**src/rtl/bpp_pkg.sv**
```systemverilog
package bpp_pkg;

  // Radix-4 digit: sign plus one-hot magnitude select.
  typedef struct packed {
    logic neg;
    logic sel_two;
    logic sel_one;
    logic sel_zero;
  } bdig_t;

endpackage

```
**src/rtl/bpp_digit_enc.sv**
```systemverilog
// Recodes one overlapping 3-bit multiplier group into a signed digit.
module bpp_digit_enc
  import bpp_pkg::*;
(
  input  logic [2:0] grp,
  output bdig_t      dig
);

  logic hi_x, lo_x;

  always_comb begin
    hi_x         = grp[2] ^ grp[1];
    lo_x         = grp[1] ^ grp[0];
    dig.sel_one  = lo_x;
    dig.sel_two  = hi_x & ~lo_x;
    dig.sel_zero = ~hi_x & ~lo_x;
    // A zero digit is always reported as positive.
    dig.neg      = grp[2] & ~dig.sel_zero;
  end

endmodule

```
**src/rtl/bpp_row.sv**
```systemverilog
// Builds the body of one aligned row: the selected (and possibly inverted)
// multiplicand field plus its compact sign prefix. The +1 of a negated
// row is placed by the parent into the row above.
module bpp_row
  import bpp_pkg::*;
#(
  parameter int MC_W   = 25,
  parameter int PROD_W = 48,
  parameter int IDX    = 0
) (
  input  logic [MC_W-1:0]   mcand,
  input  bdig_t             dig,
  output logic [PROD_W-1:0] row
);

  localparam int FLD_W = MC_W + 1;
  localparam int LOC_W = FLD_W + 3;
  localparam int SH    = 2 * IDX;

  logic [FLD_W-1:0] mag;
  logic [FLD_W-1:0] fld;
  logic [LOC_W-1:0] loc;

  always_comb begin
    unique case ({dig.sel_two, dig.sel_one, dig.sel_zero})
      3'b010:  mag = {1'b0, mcand};
      3'b100:  mag = {mcand, 1'b0};
      default: mag = '0;
    endcase
    fld = dig.neg ? ~mag : mag;
  end

  generate
    if (IDX == 0) begin : g_first
      assign loc = {~dig.neg, dig.neg, dig.neg, fld};
    end else begin : g_rest
      assign loc = {1'b0, 1'b1, ~dig.neg, fld};
    end
  endgenerate

  assign row = {{(PROD_W-LOC_W){1'b0}}, loc} << SH;

endmodule

```
**src/rtl/bpp_gen.sv**
```systemverilog
// Radix-4 Booth row generator for the significand product of two
// single-precision operands, with a registered row bank. The default
// fraction width must be odd so the significand width stays even.
module bpp_gen
  import bpp_pkg::*;
#(
  parameter  int FRAC_W = 23,
  localparam int SIG_W  = FRAC_W + 1,
  localparam int PROD_W = 2 * SIG_W,
  localparam int NROW   = SIG_W / 2 + 1,
  localparam int MR_W   = 2 * NROW + 1
) (
  input  logic                   clk,
  input  logic                   rst,
  input  logic [FRAC_W-1:0]      frac_a,
  input  logic [FRAC_W-1:0]      frac_b,
  output logic [NROW*PROD_W-1:0] rows_q
);

  localparam int MC_W = SIG_W + 1;

  logic [MC_W-1:0]        mcand;
  logic [MR_W-1:0]        mplr;
  bdig_t                  dig  [NROW];
  logic [PROD_W-1:0]      body [NROW];
  logic [NROW*PROD_W-1:0] rows_d;

  // Multiplicand forced non-negative, multiplier padded for recoding.
  assign mcand = {1'b0, 1'b1, frac_a};
  assign mplr  = {2'b00, 1'b1, frac_b, 1'b0};

  generate
    for (genvar k = 0; k < NROW; k++) begin : g_row
      bpp_digit_enc u_enc (
        .grp (mplr[2*k +: 3]),
        .dig (dig[k])
      );

      bpp_row #(
        .MC_W   (MC_W),
        .PROD_W (PROD_W),
        .IDX    (k)
      ) u_row (
        .mcand (mcand),
        .dig   (dig[k]),
        .row   (body[k])
      );

      if (k == 0) begin : g_base
        assign rows_d[0 +: PROD_W] = body[0];
      end else begin : g_carry
        // Negation +1 of the row below, dropped into this row's spare slot.
        assign rows_d[k*PROD_W +: PROD_W] =
          body[k] | (PROD_W'(dig[k-1].neg) << (2*k - 2));
      end
    end
  endgenerate

  always_ff @(posedge clk) begin
    if (rst) rows_q <= '0;
    else     rows_q <= rows_d;
  end

endmodule

```
**config.mk**
```make
export PLATFORM = sky130hd
export DESIGN_NAME = bpp_gen
export DESIGN_NICKNAME = d
export VERILOG_FILES = /design/src/rtl/bpp_pkg.sv /design/src/rtl/bpp_digit_enc.sv /design/src/rtl/bpp_row.sv /design/src/rtl/bpp_gen.sv
export SDC_FILE = /design/constraint.sdc
export NUM_CORES = 1
export LEC_CHECK = 0
export BUFFER_PORTS_ARGS = -buffer_cell sky130_fd_sc_hd__clkbuf_2
export CAP_MARGIN = 10
export CELL_PAD_IN_SITES_DETAIL_PLACEMENT = 1
export CELL_PAD_IN_SITES_GLOBAL_PLACEMENT = 2
export CORE_AREA = 2 2 262 264
export DETAILED_ROUTE_END_ITERATION = 12
export DIE_AREA = 0 0 264 266
export HOLD_SLACK_MARGIN = 0.05
export PLACE_DENSITY = 0.81
export SLEW_MARGIN = 20
export SYNTH_ARGS = -nofsm -noshare
export SYNTH_HDL_FRONTEND = slang
export SYNTH_SLANG_ARGS = --single-unit
```
**constraint.sdc**
```tcl
create_clock -name clk -period 3.4 [get_ports clk]
set_input_delay 1.02 -clock clk [delete_from_list [all_inputs] [get_ports clk]]
set_output_delay 1.02 -clock clk [all_outputs]
set_load 0.02 [all_outputs]
```
Word level (Yosys, flattened, before mapping)
Index checks and enable logic that the tools add are counted.

Flip-flop bits (word level): 624. Input bits: 48. Output and inout bits: 624. Word-level logic and storage cells: 178.

Equal/unequal tests: 24. Muxes and demuxes: 24. Bitwise operators: 128.

Operators by type and width (count): 25-bit one-hot mux with 2 select lines (12); 26-bit 2-to-1 mux (12); 25-bit inverter with 26-bit output (12); 48-bit by 19-bit OR with 48-bit output (1); 48-bit by 21-bit OR with 48-bit output (1); 48-bit by 23-bit OR with 48-bit output (1); 1-bit inverter (47); 46-bit by 17-bit OR with 46-bit output (1); 44-bit by 15-bit OR with 44-bit output (1); 42-bit by 13-bit OR with 42-bit output (1); 40-bit by 11-bit OR with 40-bit output (1); 38-bit by 9-bit OR with 38-bit output (1); 3-bit by 2-bit equality test with 1-bit output (second input constant) (12); 3-bit equality test (second input constant) (12); 36-bit by 7-bit OR with 36-bit output (1); 1-bit bitwise AND (35); 34-bit by 5-bit OR with 34-bit output (1); 32-bit by 3-bit OR with 32-bit output (1); 30-bit by 1-bit OR with 30-bit output (1); 1-bit XOR (22).

Longest topological paths before layout
Word-level depth: 8. Gate-level depth with buffers: 6.

Cells and area by module
From an unflattened synthesis, not the netlist that was laid out.

Cells, all modules: 2925. Area, all modules: 31162.4 um^2.

Modules (own cells, without submodules): bpp_gen (instances 1, cells an instance 1319, area an instance 16758.6 um^2); bpp_row (g_row[10].u_row ...) (instances 10, cells an instance 115, area an instance 1052.3 um^2); bpp_row (g_row[12].u_row) (instances 1, cells an instance 111, area an instance 1081.0 um^2); bpp_row (g_row[11].u_row) (instances 1, cells an instance 114, area an instance 1052.3 um^2); bpp_row (g_row[0].u_row) (instances 1, cells an instance 114, area an instance 1048.5 um^2); bpp_digit_enc (instances 13, cells an instance 9, area an instance 53.8 um^2).

Worst setup path before layout
No wires, ideal clock.

Path type: input to register. Start: input frac_b[21]. End: register rows_q[563]. Setup time: 0.150 ns. Data arrival time: 2.154 ns. Data required time: 3.250 ns. Setup slack: 1.096 ns. Cell stages on the path: 6. Cells stage by stage: buf_2 inv_1 ha_1 clkbuf_1 clkbuf_1 a221oi_1.

Word-level cells in the longest chain between the ends: 8. Elaborated cells on any way between the ends: 10. Classes of those cells: eq/ne (2); mux (2); bitwise (6).

RTL lines: from (decl) (RTL line bpp_gen.sv:16) `input logic [FRAC_W-1:0] frac_b,`; 1-bit XOR * (RTL line bpp_digit_enc.sv:13) `lo_x = grp[1] ^ grp[0];`; 1-bit inverter (RTL line bpp_digit_enc.sv:15, bpp_digit_enc.sv:16); 1-bit bitwise AND, on equally long branches (RTL line bpp_digit_enc.sv:16, bpp_digit_enc.sv:15); 3-bit equality test / 3-bit by 2-bit equality test with 1-bit output (equally long branches) (RTL line bpp_row.sv:25) `unique case ({dig.sel_two, dig.sel_one, dig.sel_zero})`; 25-bit one-hot mux with 2 select lines (RTL line bpp_row.sv:25); 25-bit inverter with 26-bit output (RTL line bpp_row.sv:30) `fld = dig.neg ? ~mag : mag;`; 26-bit 2-to-1 mux * (RTL line bpp_row.sv:30); 48-bit by 21-bit OR with 48-bit output * (RTL line bpp_gen.sv:54) `body[k] | (PROD_W'(dig[k-1].neg) << (2*k - 2));`; to (signal assigned) (RTL line bpp_gen.sv:61) `else rows_q <= rows_d;`; to (decl) (RTL line bpp_gen.sv:17) `output logic [NROW*PROD_W-1:0] rows_q`.

Mark *: on every way between the ends. The rest lies on a longest branch, timed or not. A chain may end at the register's enable or synchronous reset.

==> impl_metrics.csv <==
group,metric,value,unit
clocking,cts_htree_levels,2,
power,power.leakage,10.3,nW
global_routing,grt-ovfl-total,0,
floorplanning,start_util,27.9,%
timing,hold_viol,0,
clocking,cts_buffers,40,
logic_synthesis,seq_area_frac_synth,36.8,%
power,finalPower,11.2,mW
timing,fmax,425,MHz
worst_setup_path,crit_path_start_kind,"flip-flop",
drt,drc_errors,0,
logic_synthesis,synth-main-ff-cell,"dfxtp_1",
clocking,postCtsSetupBuffers,0,
drt,route.vias.total,14242,
timing,setup_slack,1050,ps
timing,setup_viol,0,
logic_synthesis,avgSynthCellArea,9.34,um^2
drt,vias_per_cell,4.45,
floorplanning,die_y,266,um
logic_synthesis,syn_area,18900,um^2
worst_setup_path,path_buf_inv,1,
timing,finalCriticalPeriod,2350,ps
timing,fin_crit_sh,69.1,%
worst_setup_path,crit_family,"flip-flops",
drt,antenna_left,0,
logic_synthesis,synth_top_cell_by_area,"dfxtp_1",
worst_setup_path,worstSetupEndpointType,"output pin",
logic_synthesis,ys_types,41,
global_routing,grt_pass1_vias,14984,
clocking,hold_buffers,0,
worst_setup_path,required,2380,ps
floorplanning,ios,672,
worst_setup_path,cpPeakStageDelay,540,ps
global_routing,grt_max_degree,136,
logic_synthesis,yosys_warnings,0,
run_status,status,"finished clean",
global_routing,grt_pass1_wl,94400,um
cells_and_area,top_regs,"rows_q x348",
clocking,cts.sink_count,348,
floorplanning,die_area,70200,um^2
worst_setup_path,path_cells,"clkbuf_2",
logic_synthesis,synth_common_cells,"dfxtp_1 (348), buf_4 (347), a21oi_1 (249)",
worst_setup_path,worstPathArrival,1330,ps
place,place_hpwl,46700,um
floorplanning,design.core.area,67700,um^2
logic_synthesis,synth_area_leaders,"dfxtp_1 (37%), buf_4 (14%), mux2i_1 (13%)",
timing,finalSetupTns,0,ps
power,vdd_drop_max,282,uV
place,preCtsSetupSlack,527,ps
logic_synthesis,ys_ff_latch,348,
place,gp_congestion,0.776,
logic_synthesis,synth_edf_count,0,
drt,wl_per_cell,20.2,um
worst_hold_path,holdPathStages,3,
clocking,clockBufferDepth,3,
global_routing,antenna_found_initial,4,
clocking,ctsRootBufferMaster,"clkbuf_16",
place,io_buffers,418,
worst_hold_path,hold_end,"rows_q[550]",
logic_synthesis,yosysMostFrequentCell,"dfxtp_1",
drt,drt-pass1-iter-count,5,
timing,rsz0062_at_grt,"no",
logic_synthesis,async_flop_share,0,%
clocking,clk_pin_slew_worst_paths,60,ps
cells_and_area,top_register,"rows_q",
drt,drt_iter0_drc,607,
logic_synthesis,syn_inst,2027,
job,drv_cap,0,
floorplanning,die_w,264,um
worst_hold_path,hold_path_startpoint,"frac_b[22]",
timing,relSlewSlack,26.2,%
cells_and_area,syn_to_final_growth,11.3,%
cells_and_area,num-nets-final,2350,
worst_setup_path,cp_max_fo,11,
clocking,cts_resized,0,
power,power.density,529,nW/um^2
timing,worstMarginPinSlew,1100,ps
cells_and_area,largest_reg_flops,348,
drt,wl,64600,um
worst_hold_path,hold_path_class,"in2reg",
logic_synthesis,synth_top_area_share,36.8,%
global_routing,grt_usage,17.6,%
cells_and_area,drive_gt1_share,24.2,%
floorplanning,rows,96,
worst_setup_path,cpMaxStageDelayCell,"dfxtp_1",
clocking,cts_tree,"built",
timing,finalMaxSlewViolations,0,
worst_setup_path,worstSetupPathType,"reg2out",
-- placed cells by master (no fill, tap or decap), types with 12 or more instances in the layout --
| master | Yosys | routed |
|---|---|---|
| mux2i_1 | 242 | 242 |
| buf_4 | 347 | 63 |
| nor2_1 | 45 | 45 |
| xor2_1 | 221 | 221 |
| a22oi_1 | 22 | 22 |
| a21oi_1 | 249 | 249 |
| and3b_1 | 15 | 15 |
| clkbuf_1 | 27 | 12 |
| clkbuf_2 | 2 | 417 |
| conb_1 | 1 | 253 |
| a221oi_1 | 22 | 22 |
| nand2_1 | 231 | 231 |
| and3_1 | 18 | 18 |
| nor2b_1 | 27 | 26 |
| clkbuf_16 | 0 | 40 |
| dfxtp_1 | 348 | 348 |
-- layer usage --
| metal | global-route usage [%] | wire (um) | up-vias |
|---|---|---|---|
| met1 | 20.5 | 26500 | 7040 |
| li1 | - | - | 6593 |
| met4 | 4.73 | 1290 | 4 |
| met3 | 3.89 | 3820 | 78 |
| met2 | 32.3 | 33000 | 527 |
| met5 | 0 | 19 | - |
-- kinds of logic after synthesis --
logic type | after synthesis | share of synthesized area (%)
compound gates | 307 | 8.91
xor+xnor | 241 | 11.5
fa+ha+maj | 2 | 0.132
buf+inv | 510 | 20.3
flops | 348 | 36.8
mux | 242 | 12.8
other cells | 1 | 0.0198
simple gates | 376 | 9.52
-- final cells by class --
cell class	instances	area [um^2]
fillers	8141	46700
multi-input cells	1421	9110
flip-flops and latches	348	6970
repair buffers	485	2660
well taps	882	1100
clock buffers	54	1070
clock inverters	9	138
inverters	4	15.0
diodes	1	2.50
-- through the flow --
| stage | std cells | utilization, % | hold WS, ps | area (um^2) |
|---|---|---|---|---|
| floorplan | 2279 | - | 1190 | 19900 |
| global placement | 3140 | 29.3 | 1430 | 19900 |
| detailed placement | 3140 | 29.3 | 1430 | 19900 |
| CTS | 3203 | 31.1 | 841 | 21100 |
| global route | 3203 | 31.1 | 869 | 21100 |
| finish | 3204 | 31.1 | 884 | 21100 |
-- power by group --
| group | internal (mW) | switching [mW] | leakage (nW) |
|---|---|---|---|
| logic | 0.720 | 1.77 | 6.85 |
| registers | 4.40 | 0.124 | 2.88 |
| clock network | 2.43 | 1.71 | 0.587 |
| total | 7.55 | 3.60 | 10.3 |
-- worst max-delay path by stage --
stage,to,slack (ps),depth (start not counted),start
2_1_floorplan,rows_q[563],1100,6,frac_b[21]
3_3_place_gp,rows_q[560],650,4,frac_b[21]
3_5_place_dp,rows_q[551],530,4,frac_b[21]
4_1_cts,rows_q[427],990,1,rows_q[527]
5_1_grt,rows_q[277],970,1,rows_q[527]
6_report,rows_q[427],1050,1,rows_q[527]
Note: power is estimated with default switching activity, not from simulation.
